**src/rtl/qsr_pkg.sv**
```systemverilog
package qsr_pkg;
    localparam int WORD_W    = 32;
    localparam int NQ_GRP    = 32;
    localparam int SEL_W     = 3;
    localparam int STAT_W    = 4;
    localparam int SLOT_W    = 4;
    localparam int BANK_BASE = 'h400;

    // word slots inside the 64-byte bank window
    localparam logic [SLOT_W-1:0] SL_STAT0 = 4'd0;
    localparam logic [SLOT_W-1:0] SL_ERR0  = 4'd4;
    localparam logic [SLOT_W-1:0] SL_ERR1  = 4'd5;
    localparam logic [SLOT_W-1:0] SL_NEUP  = 4'd6;
    localparam logic [SLOT_W-1:0] SL_FUP   = 4'd7;
    localparam logic [SLOT_W-1:0] SL_SEL0  = 4'd8;
    localparam logic [SLOT_W-1:0] SL_EN0   = 4'd12;
    localparam logic [SLOT_W-1:0] SL_EN1   = 4'd13;
    localparam logic [SLOT_W-1:0] SL_PND0  = 4'd14;
    localparam logic [SLOT_W-1:0] SL_PND1  = 4'd15;

    typedef struct packed {
        logic [NQ_GRP-1:0][SEL_W-1:0] sel;
        logic                         sticky;
        logic [NQ_GRP-1:0]            en_low;
        logic [NQ_GRP-1:0]            en_upp;
        logic [WORD_W-1:0]            rdata;
    } regs_t;
endpackage

```
**src/rtl/qsr_src_select.sv**
```systemverilog
module qsr_src_select #(
    parameter int N = 32,
    parameter int SW = 3
) (
    input  logic [N-1:0][SW-1:0] codes,
    input  logic [N-1:0]         empty,
    input  logic [N-1:0]         nempty,
    input  logic [N-1:0]         nfull,
    input  logic [N-1:0]         full,
    output logic [N-1:0]         cond
);
    // code[1:0] picks the flag, code[2] inverts it
    for (genvar i = 0; i < N; i++) begin : g_q
        logic [3:0] flags;
        assign flags   = {full[i], nfull[i], nempty[i], empty[i]};
        assign cond[i] = codes[i][SW-1] ^ flags[codes[i][1:0]];
    end
endmodule

```
**src/rtl/qsr_irq_bank.sv**
```systemverilog
module qsr_irq_bank #(
    parameter int N = 32
) (
    input  logic         clk,
    input  logic         rst_n,
    input  logic         sticky,
    input  logic [N-1:0] cond,
    input  logic [N-1:0] ack,
    output logic [N-1:0] pend
);
    typedef struct packed {
        logic [N-1:0] pend;
        logic [N-1:0] prev;
    } bank_t;

    bank_t st_d, st_q;

    always_comb begin
        st_d      = st_q;
        st_d.prev = cond;
        if (sticky) begin
            // a new edge wins over an acknowledge in the same cycle
            st_d.pend = (st_q.pend & ~ack) | (cond & ~st_q.prev);
        end else begin
            st_d.pend = cond;
        end
    end

    always_ff @(posedge clk or negedge rst_n) begin
        if (!rst_n) st_q <= '0;
        else        st_q <= st_d;
    end

    assign pend = st_q.pend;
endmodule

```
**src/rtl/qstat_irq_bank.sv**
```systemverilog
module qstat_irq_bank
    import qsr_pkg::*;
#(
    parameter int ADDR_W = 14
) (
    input  logic              clk,
    input  logic              rst_n,
    input  logic [NQ_GRP-1:0] q_empty,
    input  logic [2*NQ_GRP-1:0] q_nempty,
    input  logic [NQ_GRP-1:0] q_nfull,
    input  logic [2*NQ_GRP-1:0] q_full,
    input  logic [NQ_GRP-1:0] q_uflow,
    input  logic [NQ_GRP-1:0] q_oflow,
    input  logic              bus_sel,
    input  logic              bus_wr,
    input  logic [ADDR_W-1:0] bus_addr,
    input  logic [WORD_W-1:0] bus_wdata,
    output logic [WORD_W-1:0] bus_rdata,
    output logic              irq_low,
    output logic              irq_upp
);
    localparam int STAT_PER_W = WORD_W / STAT_W;
    localparam int STAT_WORDS = NQ_GRP / STAT_PER_W;
    localparam int ERR_PER_W  = WORD_W / 2;
    localparam int ERR_WORDS  = NQ_GRP / ERR_PER_W;
    localparam int WIN_LSB    = SLOT_W + 2;

    regs_t st_d, st_q;

    logic                    hit;
    logic [SLOT_W-1:0]       slot;
    logic                    do_wr;
    logic [WORD_W-1:0]       rd_mux;
    logic [NQ_GRP-1:0]       cond_low;
    logic [NQ_GRP-1:0]       pend_low, pend_upp;
    logic [NQ_GRP-1:0]       ack_low, ack_upp;
    logic [STAT_WORDS-1:0][WORD_W-1:0] stat_w;
    logic [ERR_WORDS-1:0][WORD_W-1:0]  err_w;
    logic [STAT_WORDS-1:0][WORD_W-1:0] sel_w;

    assign hit  = (bus_addr[ADDR_W-1:WIN_LSB] == (ADDR_W-WIN_LSB)'(BANK_BASE >> WIN_LSB))
                  && (bus_addr[1:0] == 2'b00);
    assign slot = bus_addr[WIN_LSB-1:2];
    assign do_wr = bus_sel && bus_wr && hit;

    assign ack_low = (do_wr && slot == SL_PND0) ? bus_wdata : '0;
    assign ack_upp = (do_wr && slot == SL_PND1) ? bus_wdata : '0;

    // packed status, error and select readback words
    always_comb begin
        stat_w = '0;
        err_w  = '0;
        sel_w  = '0;
        for (int q = 0; q < NQ_GRP; q++) begin
            stat_w[q/STAT_PER_W][STAT_W*(q%STAT_PER_W) +: STAT_W] =
                {q_full[q], q_nfull[q], q_nempty[q], q_empty[q]};
            err_w[q/ERR_PER_W][2*(q%ERR_PER_W) +: 2] = {q_oflow[q], q_uflow[q]};
            sel_w[q/STAT_PER_W][STAT_W*(q%STAT_PER_W) +: STAT_W] = {1'b0, st_q.sel[q]};
        end
        sel_w[0][SEL_W] = st_q.sticky;
    end

    always_comb begin
        rd_mux = '0;
        if (hit) begin
            if (slot < SL_ERR0)        rd_mux = stat_w[slot[1:0]];
            else if (slot == SL_ERR0)  rd_mux = err_w[0];
            else if (slot == SL_ERR1)  rd_mux = err_w[1];
            else if (slot == SL_NEUP)  rd_mux = q_nempty[2*NQ_GRP-1:NQ_GRP];
            else if (slot == SL_FUP)   rd_mux = q_full[2*NQ_GRP-1:NQ_GRP];
            else if (slot < SL_EN0)    rd_mux = sel_w[slot[1:0]];
            else if (slot == SL_EN0)   rd_mux = st_q.en_low;
            else if (slot == SL_EN1)   rd_mux = st_q.en_upp;
            else if (slot == SL_PND0)  rd_mux = pend_low;
            else                       rd_mux = pend_upp;
        end
    end

    always_comb begin
        st_d = st_q;
        if (bus_sel && !bus_wr) st_d.rdata = rd_mux;
        if (do_wr) begin
            if (slot >= SL_SEL0 && slot < SL_EN0) begin
                for (int j = 0; j < STAT_PER_W; j++) begin
                    st_d.sel[STAT_PER_W*int'(slot[1:0]) + j] = bus_wdata[STAT_W*j +: SEL_W];
                end
                if (slot == SL_SEL0) st_d.sticky = bus_wdata[SEL_W];
            end
            if (slot == SL_EN0) st_d.en_low = bus_wdata;
            if (slot == SL_EN1) st_d.en_upp = bus_wdata;
        end
    end

    always_ff @(posedge clk or negedge rst_n) begin
        if (!rst_n) st_q <= '0;
        else        st_q <= st_d;
    end

    qsr_src_select #(.N(NQ_GRP), .SW(SEL_W)) u_sel (
        .codes (st_q.sel),
        .empty (q_empty),
        .nempty(q_nempty[NQ_GRP-1:0]),
        .nfull (q_nfull),
        .full  (q_full[NQ_GRP-1:0]),
        .cond  (cond_low)
    );

    qsr_irq_bank #(.N(NQ_GRP)) u_irq_low (
        .clk   (clk),
        .rst_n (rst_n),
        .sticky(st_q.sticky),
        .cond  (cond_low),
        .ack   (ack_low),
        .pend  (pend_low)
    );

    qsr_irq_bank #(.N(NQ_GRP)) u_irq_upp (
        .clk   (clk),
        .rst_n (rst_n),
        .sticky(st_q.sticky),
        .cond  (q_nempty[2*NQ_GRP-1:NQ_GRP]),
        .ack   (ack_upp),
        .pend  (pend_upp)
    );

    assign bus_rdata = st_q.rdata;
    assign irq_low   = |(pend_low & st_q.en_low);
    assign irq_upp   = |(pend_upp & st_q.en_upp);
endmodule

```
**config.mk**
```make
export PLATFORM = sky130hd
export DESIGN_NAME = qstat_irq_bank
export DESIGN_NICKNAME = d
export VERILOG_FILES = /design/src/rtl/qsr_pkg.sv /design/src/rtl/qsr_src_select.sv /design/src/rtl/qsr_irq_bank.sv /design/src/rtl/qstat_irq_bank.sv
export SDC_FILE = /design/constraint.sdc
export NUM_CORES = 1
export LEC_CHECK = 0
export BUFFER_PORTS_ARGS = -buffer_cell sky130_fd_sc_hd__buf_2
export CAP_MARGIN = 20
export CORE_MARGIN = 10
export CORE_UTILIZATION = 51
export DETAILED_ROUTE_END_ITERATION = 8
export GPL_ROUTABILITY_DRIVEN = 0
export PLACE_DENSITY_LB_ADDON = 0.3
export SETUP_SLACK_MARGIN = 0.1
export SYNTH_ARGS = -nofsm -noshare
export SYNTH_HDL_FRONTEND = slang
export SYNTH_SLANG_ARGS = --single-unit
```
**constraint.sdc**
```tcl
create_clock -name clk -period 1.39 [get_ports clk]
set_input_delay 0 -clock clk [delete_from_list [all_inputs] [get_ports clk]]
set_output_delay 0 -clock clk [all_outputs]
set_load 0.005 [all_outputs]
```
Word level (Yosys, flattened, before mapping)
Cells that the tools add are included.
Widths: inputs -> output; s select.
{"block": "totals", "reg_bits": 321, "in_bits": 306, "elab_cells": 282}
{"block": "op_classes", "n_addsub": 7, "n_lt_le_gt_ge": 52, "n_eq_ne": 10, "n_mux": 106, "bitwise_logic": 44, "n_reduce_logical": 23}
{"cell": "$bwmux 96", "count": 8}
{"cell": "$mux 32", "count": 16}
{"cell": "$and 32x32->32", "count": 6}
{"cell": "$bmux 32 s2", "count": 2}
{"cell": "$not 32->32", "count": 4}
{"cell": "$demux 3 s5", "count": 7}
{"cell": "$lt 2x3->1 const B", "count": 33}
{"cell": "$bmux 1 s2", "count": 32}
{"cell": "$or 32x32->32", "count": 2}
{"cell": "$reduce_or 32->1", "count": 2}
{"cell": "$ge 6x1->1 const B", "count": 7}
{"cell": "$lt 6x6->1 const B", "count": 7}
{"cell": "$mux 1", "count": 32}
{"cell": "$xor 1x1->1", "count": 32}
{"cell": "$add 5x3->6 const B", "count": 4}
{"cell": "$mux 3", "count": 8}
{"cell": "$eq 4x4->1 const B", "count": 5}
{"cell": "$eq 4x3->1 const B", "count": 4}
{"cell": "$logic_and 1x1->1", "count": 15}
{"cell": "$add 5x2->6 const B", "count": 2}
{"cell": "$eq 8x5->1 const B", "count": 1}
{"cell": "$add 5x1->6 const B", "count": 1}
{"cell": "$demux 3 s2", "count": 1}
{"cell": "$lt 5x6->1 const B", "count": 1}
{"cell": "other kinds (8)", "count": 10}

Depth between registers and ports, before layout
{"block": "logic_depth", "depth_word": 12, "depth_mapped": 8, "depth_no_buf": 5}

Modules after synthesis
A second synthesis with hierarchy kept.
{"block": "unflattened", "hier_cells": 1630, "hier_area_um2": 18372.6}
{"module": "qstat_irq_bank", "n_inst": 1, "cells_each": 1168, "area_per_inst_um2": 12512.0}
{"module": "qsr_irq_bank", "n_inst": 2, "cells_each": 199, "area_per_inst_um2": 2429.8}
{"module": "qsr_src_select", "n_inst": 1, "cells_each": 64, "area_per_inst_um2": 1001.0}

Worst setup path before layout
OpenSTA, ideal clock, no wires.
{"block": "synth_path", "path_kind": "input-to-reg", "startpoint": "input bus_addr[1]", "endpoint": "register st_q (netlist bit sel_w[0])", "setup_ns": 0.125, "arrival_ns": 1.604, "required_time_ns": 1.265, "setup_slack_ns": -0.339, "cell_stages": 5, "n_path_buf": 1, "cell_sequence": "nor4b_4 > nand2_4 > nor4_4 > buf_6 > mux2_4"}
{"block": "synth_via", "elab_chain_len": 4}
{"item": "start, declared", "line_no": "qstat_irq_bank.sv:16", "text": "input logic [ADDR_W-1:0] bus_addr,"}
{"item": "$logic_not 2->1", "line_no": "qstat_irq_bank.sv:42", "text": "&& (bus_addr[1:0] == 2'b00);"}
{"item": "$logic_and 1x1->1", "line_no": "qstat_irq_bank.sv:42"}
{"item": "$logic_and 1x1->1", "line_no": "qstat_irq_bank.sv:44", "text": "assign do_wr = bus_sel && bus_wr && hit;"}
{"item": "$reduce_and 2->1 (no source line)"}
{"item": "end signal, assigned", "line_no": "qstat_irq_bank.sv:96", "text": "else st_q <= st_d;"}
{"item": "end, declared", "line_no": "qstat_irq_bank.sv:28", "text": "regs_t st_d, st_q;"}
No other way between the ends.
A chain may end at the register's enable or synchronous reset.

Worst setup path after layout
{"block": "layout_path", "startpoint": "register u_irq_low.st_q (netlist bit u_irq_low.pend[30])", "endpoint": "output irq_low"}
{"block": "layout_via", "elab_chain_len": 2}
{"item": "start, declared", "line_no": "qsr_irq_bank.sv:16", "text": "bank_t st_d, st_q;"}
{"item": "start signal, assigned", "line_no": "qsr_irq_bank.sv:31", "text": "else st_q <= st_d;"}
{"item": "$and 32x32->32", "line_no": "qstat_irq_bank.sv:127", "text": "assign irq_low = |(pend_low & st_q.en_low);"}
{"item": "$reduce_or 32->1", "line_no": "qstat_irq_bank.sv:127"}
{"item": "end, declared", "line_no": "qstat_irq_bank.sv:19", "text": "output logic irq_low,"}
No other way between the ends.

==> reports/metrics.cfg <==
[worst_setup_path]
ff2ff_setup_slack_ns=-0.34
critPathTopFamily=simple AND/OR/NAND/NOR gates
r2r_end=bus_rdata[17]
path_cells=a22oi_2, buf_4, nand4_1, or4_4, buf_6
max_stage_delay_ns=0.47
startpoint=u_irq_low.pend[30]
cp_num_buf_inv=2
r2r-start=sel_w[49]
endpoint_kind=output pin
cp-endpoint=irq_low
r2r_cells=4
critPathSlowestCell=or4_4
start_kind=flop
cp_max_fo=2
crit_arrival_ns=2.15
critical_path_depth=5
cp.required_ns=1.39
worstSetupPathType=flop to output pin

[timing]
fmax_ghz=0.466
fin_ws_ns=-0.756
layout_min_cycle_time_ns=2.15
relSlewSlack_pct=48.0
rsz0062_at_grt=true
holdWs_ns=-0.0174
setup_viol=66
period_share_pct=154
final.setup_skew_ns=0.0240
tightest_slew_ns=0.758
slew_violations=0
hold_violations=1

[floorplan]
ioPinCount=340
core_area_um2=34400
die_x_um=206
die_area_um2=42400
rows=68
start_util_pct=51.3
die_h_um=206

[clock_network]
cts-root-buf=clkbuf_16
clk_pin_slew_ns=0.07
clkLatencyLatePin_ns=0.56
cts_max_path_buffers=3
clock_sinks=321
cts_tree=done
h-tree-depth=2
numCtsBuffers=36

[finish]
area_growth_pct=53.2
fill_cells=1875
final_util_pct=78.7
nets=2561
drive_above_1_share_pct=50.6
layout.cells.non_filler=2739

[yosys]
async_reset_ff_share_pct=100
syn_inst=1434
ys_ff_latch=321
avgSynthCellArea_um2=12.3
synth.distinct_cells=58
synth-edff-count=0
synthFlopType=dfrtp_1
yosys.cell_count.top_type=dfrtp_1
synth_common_cells=dfrtp_1 (321), mux2_2 (159), nand2_1 (150)
ys.warnings.count=0
synth_area_leaders=dfrtp_1 (46%), mux2_2 (10%), mux4_2 (9.1%)
synth.yosys.seq_area_share_pct=45.5
synthesis.area_um2=17600
yosysTopAreaCell=dfrtp_1
syn-num-nets=1740
synth_top_area_share_pct=45.5

[outcome]
status=complete, but fails checks
violations=design-rule violations, negative hold slack, negative setup slack

[drt]
drt_first_pass_iters=9
totalWireLength_um=86800
via_per_inst=6.73
ant_nets=0
wl_per_cell_um=31.7
drc=15
dr_total_vias=18400
drt_iter0_drc=2747

[placed_design]
dp_cells=2418
dp_hpwl_um=54600
place_ws_ns=-0.457
portBuffers=339

[global_routing]
grt-ovfl-total=0
first_global_vias=18900
grt_max_degree=57
grt_pass1_wl_um=120000
antenna_found_initial=5
track_usage_pct=37.7

[pwr]
vdd_drop_max_v=0.000790
leakage_nw=12.5
p_per_area_nw_per_um2=854

[flow_run]
maxCapViolations=0

[hold_path]
hp-class=primary input to flop

==> sequential cells by signal (all words and copies together) (netlist names) <==
register,flops
u_irq_low.st_q,32
sel_w,97
u_irq_upp.st_q,32
bus_rdata,32
u_irq_low.pend,32
st_q,64
u_irq_upp.pend,32
==> worst min-delay path, cell delays in order <==
cell and delay, ns:
buf_6 0.08, nor4b_4 0.05, nand3_2 0.10, nor2_4 0.10, o21ai_0 0.09, o21ai_1 0.07
==> where the power goes <==
group          switching [mW]  total [mW]  internal, mW  leakage, nW
Combinational            2.06        3.82          1.76         7.88
Sequential             0.0393        9.48          9.45         4.00
Clock                    4.15        9.79          5.64        0.595
Total                    6.25        23.1          16.8         12.5
==> final cells by class <==
type | instances | area, µm² | share of cell area, %
antenna | 4 | 10.0 | 0.0370
clock buffer | 53 | 1080 | 4.01
clock inverter | 10 | 109 | 0.403
inverter | 8 | 30.0 | 0.111
multi-input combinational | 971 | 9840 | 36.4
sequential | 321 | 8040 | 29.7
tap | 455 | 569 | 2.11
timing repair buffer | 917 | 7360 | 27.2
==> stage by stage <==
stage	power (mW)	TNS, ns	cell area (µm²)
2_1_floorplan	10.7	-34.37	18100
3_3_place_gp	12.5	-83.75	22300
3_5_place_dp	12.6	-94.41	22300
4_1_cts	22.6	-7.74	26300
5_1_grt	23.6	-12.19	27000
6_report	23.1	-10.62	27000
==> cells by family after synthesis <==
kind of cell | count (synthesis) | share of synthesized area, %
AOI/OAI and AO/OA | 316 | 14.2
xor gates and xnor gates | 32 | 1.59
buffers and inverters | 142 | 4.49
DFF | 321 | 45.5
muxes | 345 | 26.1
and+or+nand+nor | 278 | 8.10
==> worst min path at each step <==
stage                  from                 end  cells after the start
2_1_floorplan         rst_n        bus_rdata[0]                      0
3_3_place_gp          rst_n  u_irq_upp.st_q[13]                      1
3_5_place_dp          rst_n  u_irq_upp.st_q[12]                      1
4_1_cts        bus_addr[11]        bus_rdata[5]                      6
5_1_grt           q_full[9]   u_irq_low.st_q[9]                      3
6_report       bus_addr[13]        bus_rdata[5]                      6
==> metal layers <==
metal | GRT usage (%) | part of all wire (%)
met1 | 45.1 | 33
met5 | 0 | 0
met3 | 10.7 | 13
met2 | 57.7 | 44
met4 | 27.1 | 9.6
==> layout by cell type, fill, tap and decap left out, types with 27 or more instances in the layout <==
master         count
buf_4            289
mux2i_1           73
nor2_1            43
nand2_1          148
a22oi_2           27
a32o_1            66
dlygate4sd3_1    197
buf_6             54
a22oi_1           36
mux4_2            71
buf_12            39
mux2_4            87
clkbuf_16         42
buf_2            330
dfrtp_1          319
mux2_2            90
==> timing repair <==
item / 4_1_cts / 5_1_grt
hold buffers: 196 / 1
endpoints found under the hold margin: 623 / 1
endpoints found under the setup margin: 112 / 299
resized for setup: 122 / 93
pin swaps: 49 / 52
setup buffers: 26 / 43
cloned: 2 / 6
Power figures use the tool's default switching activity.
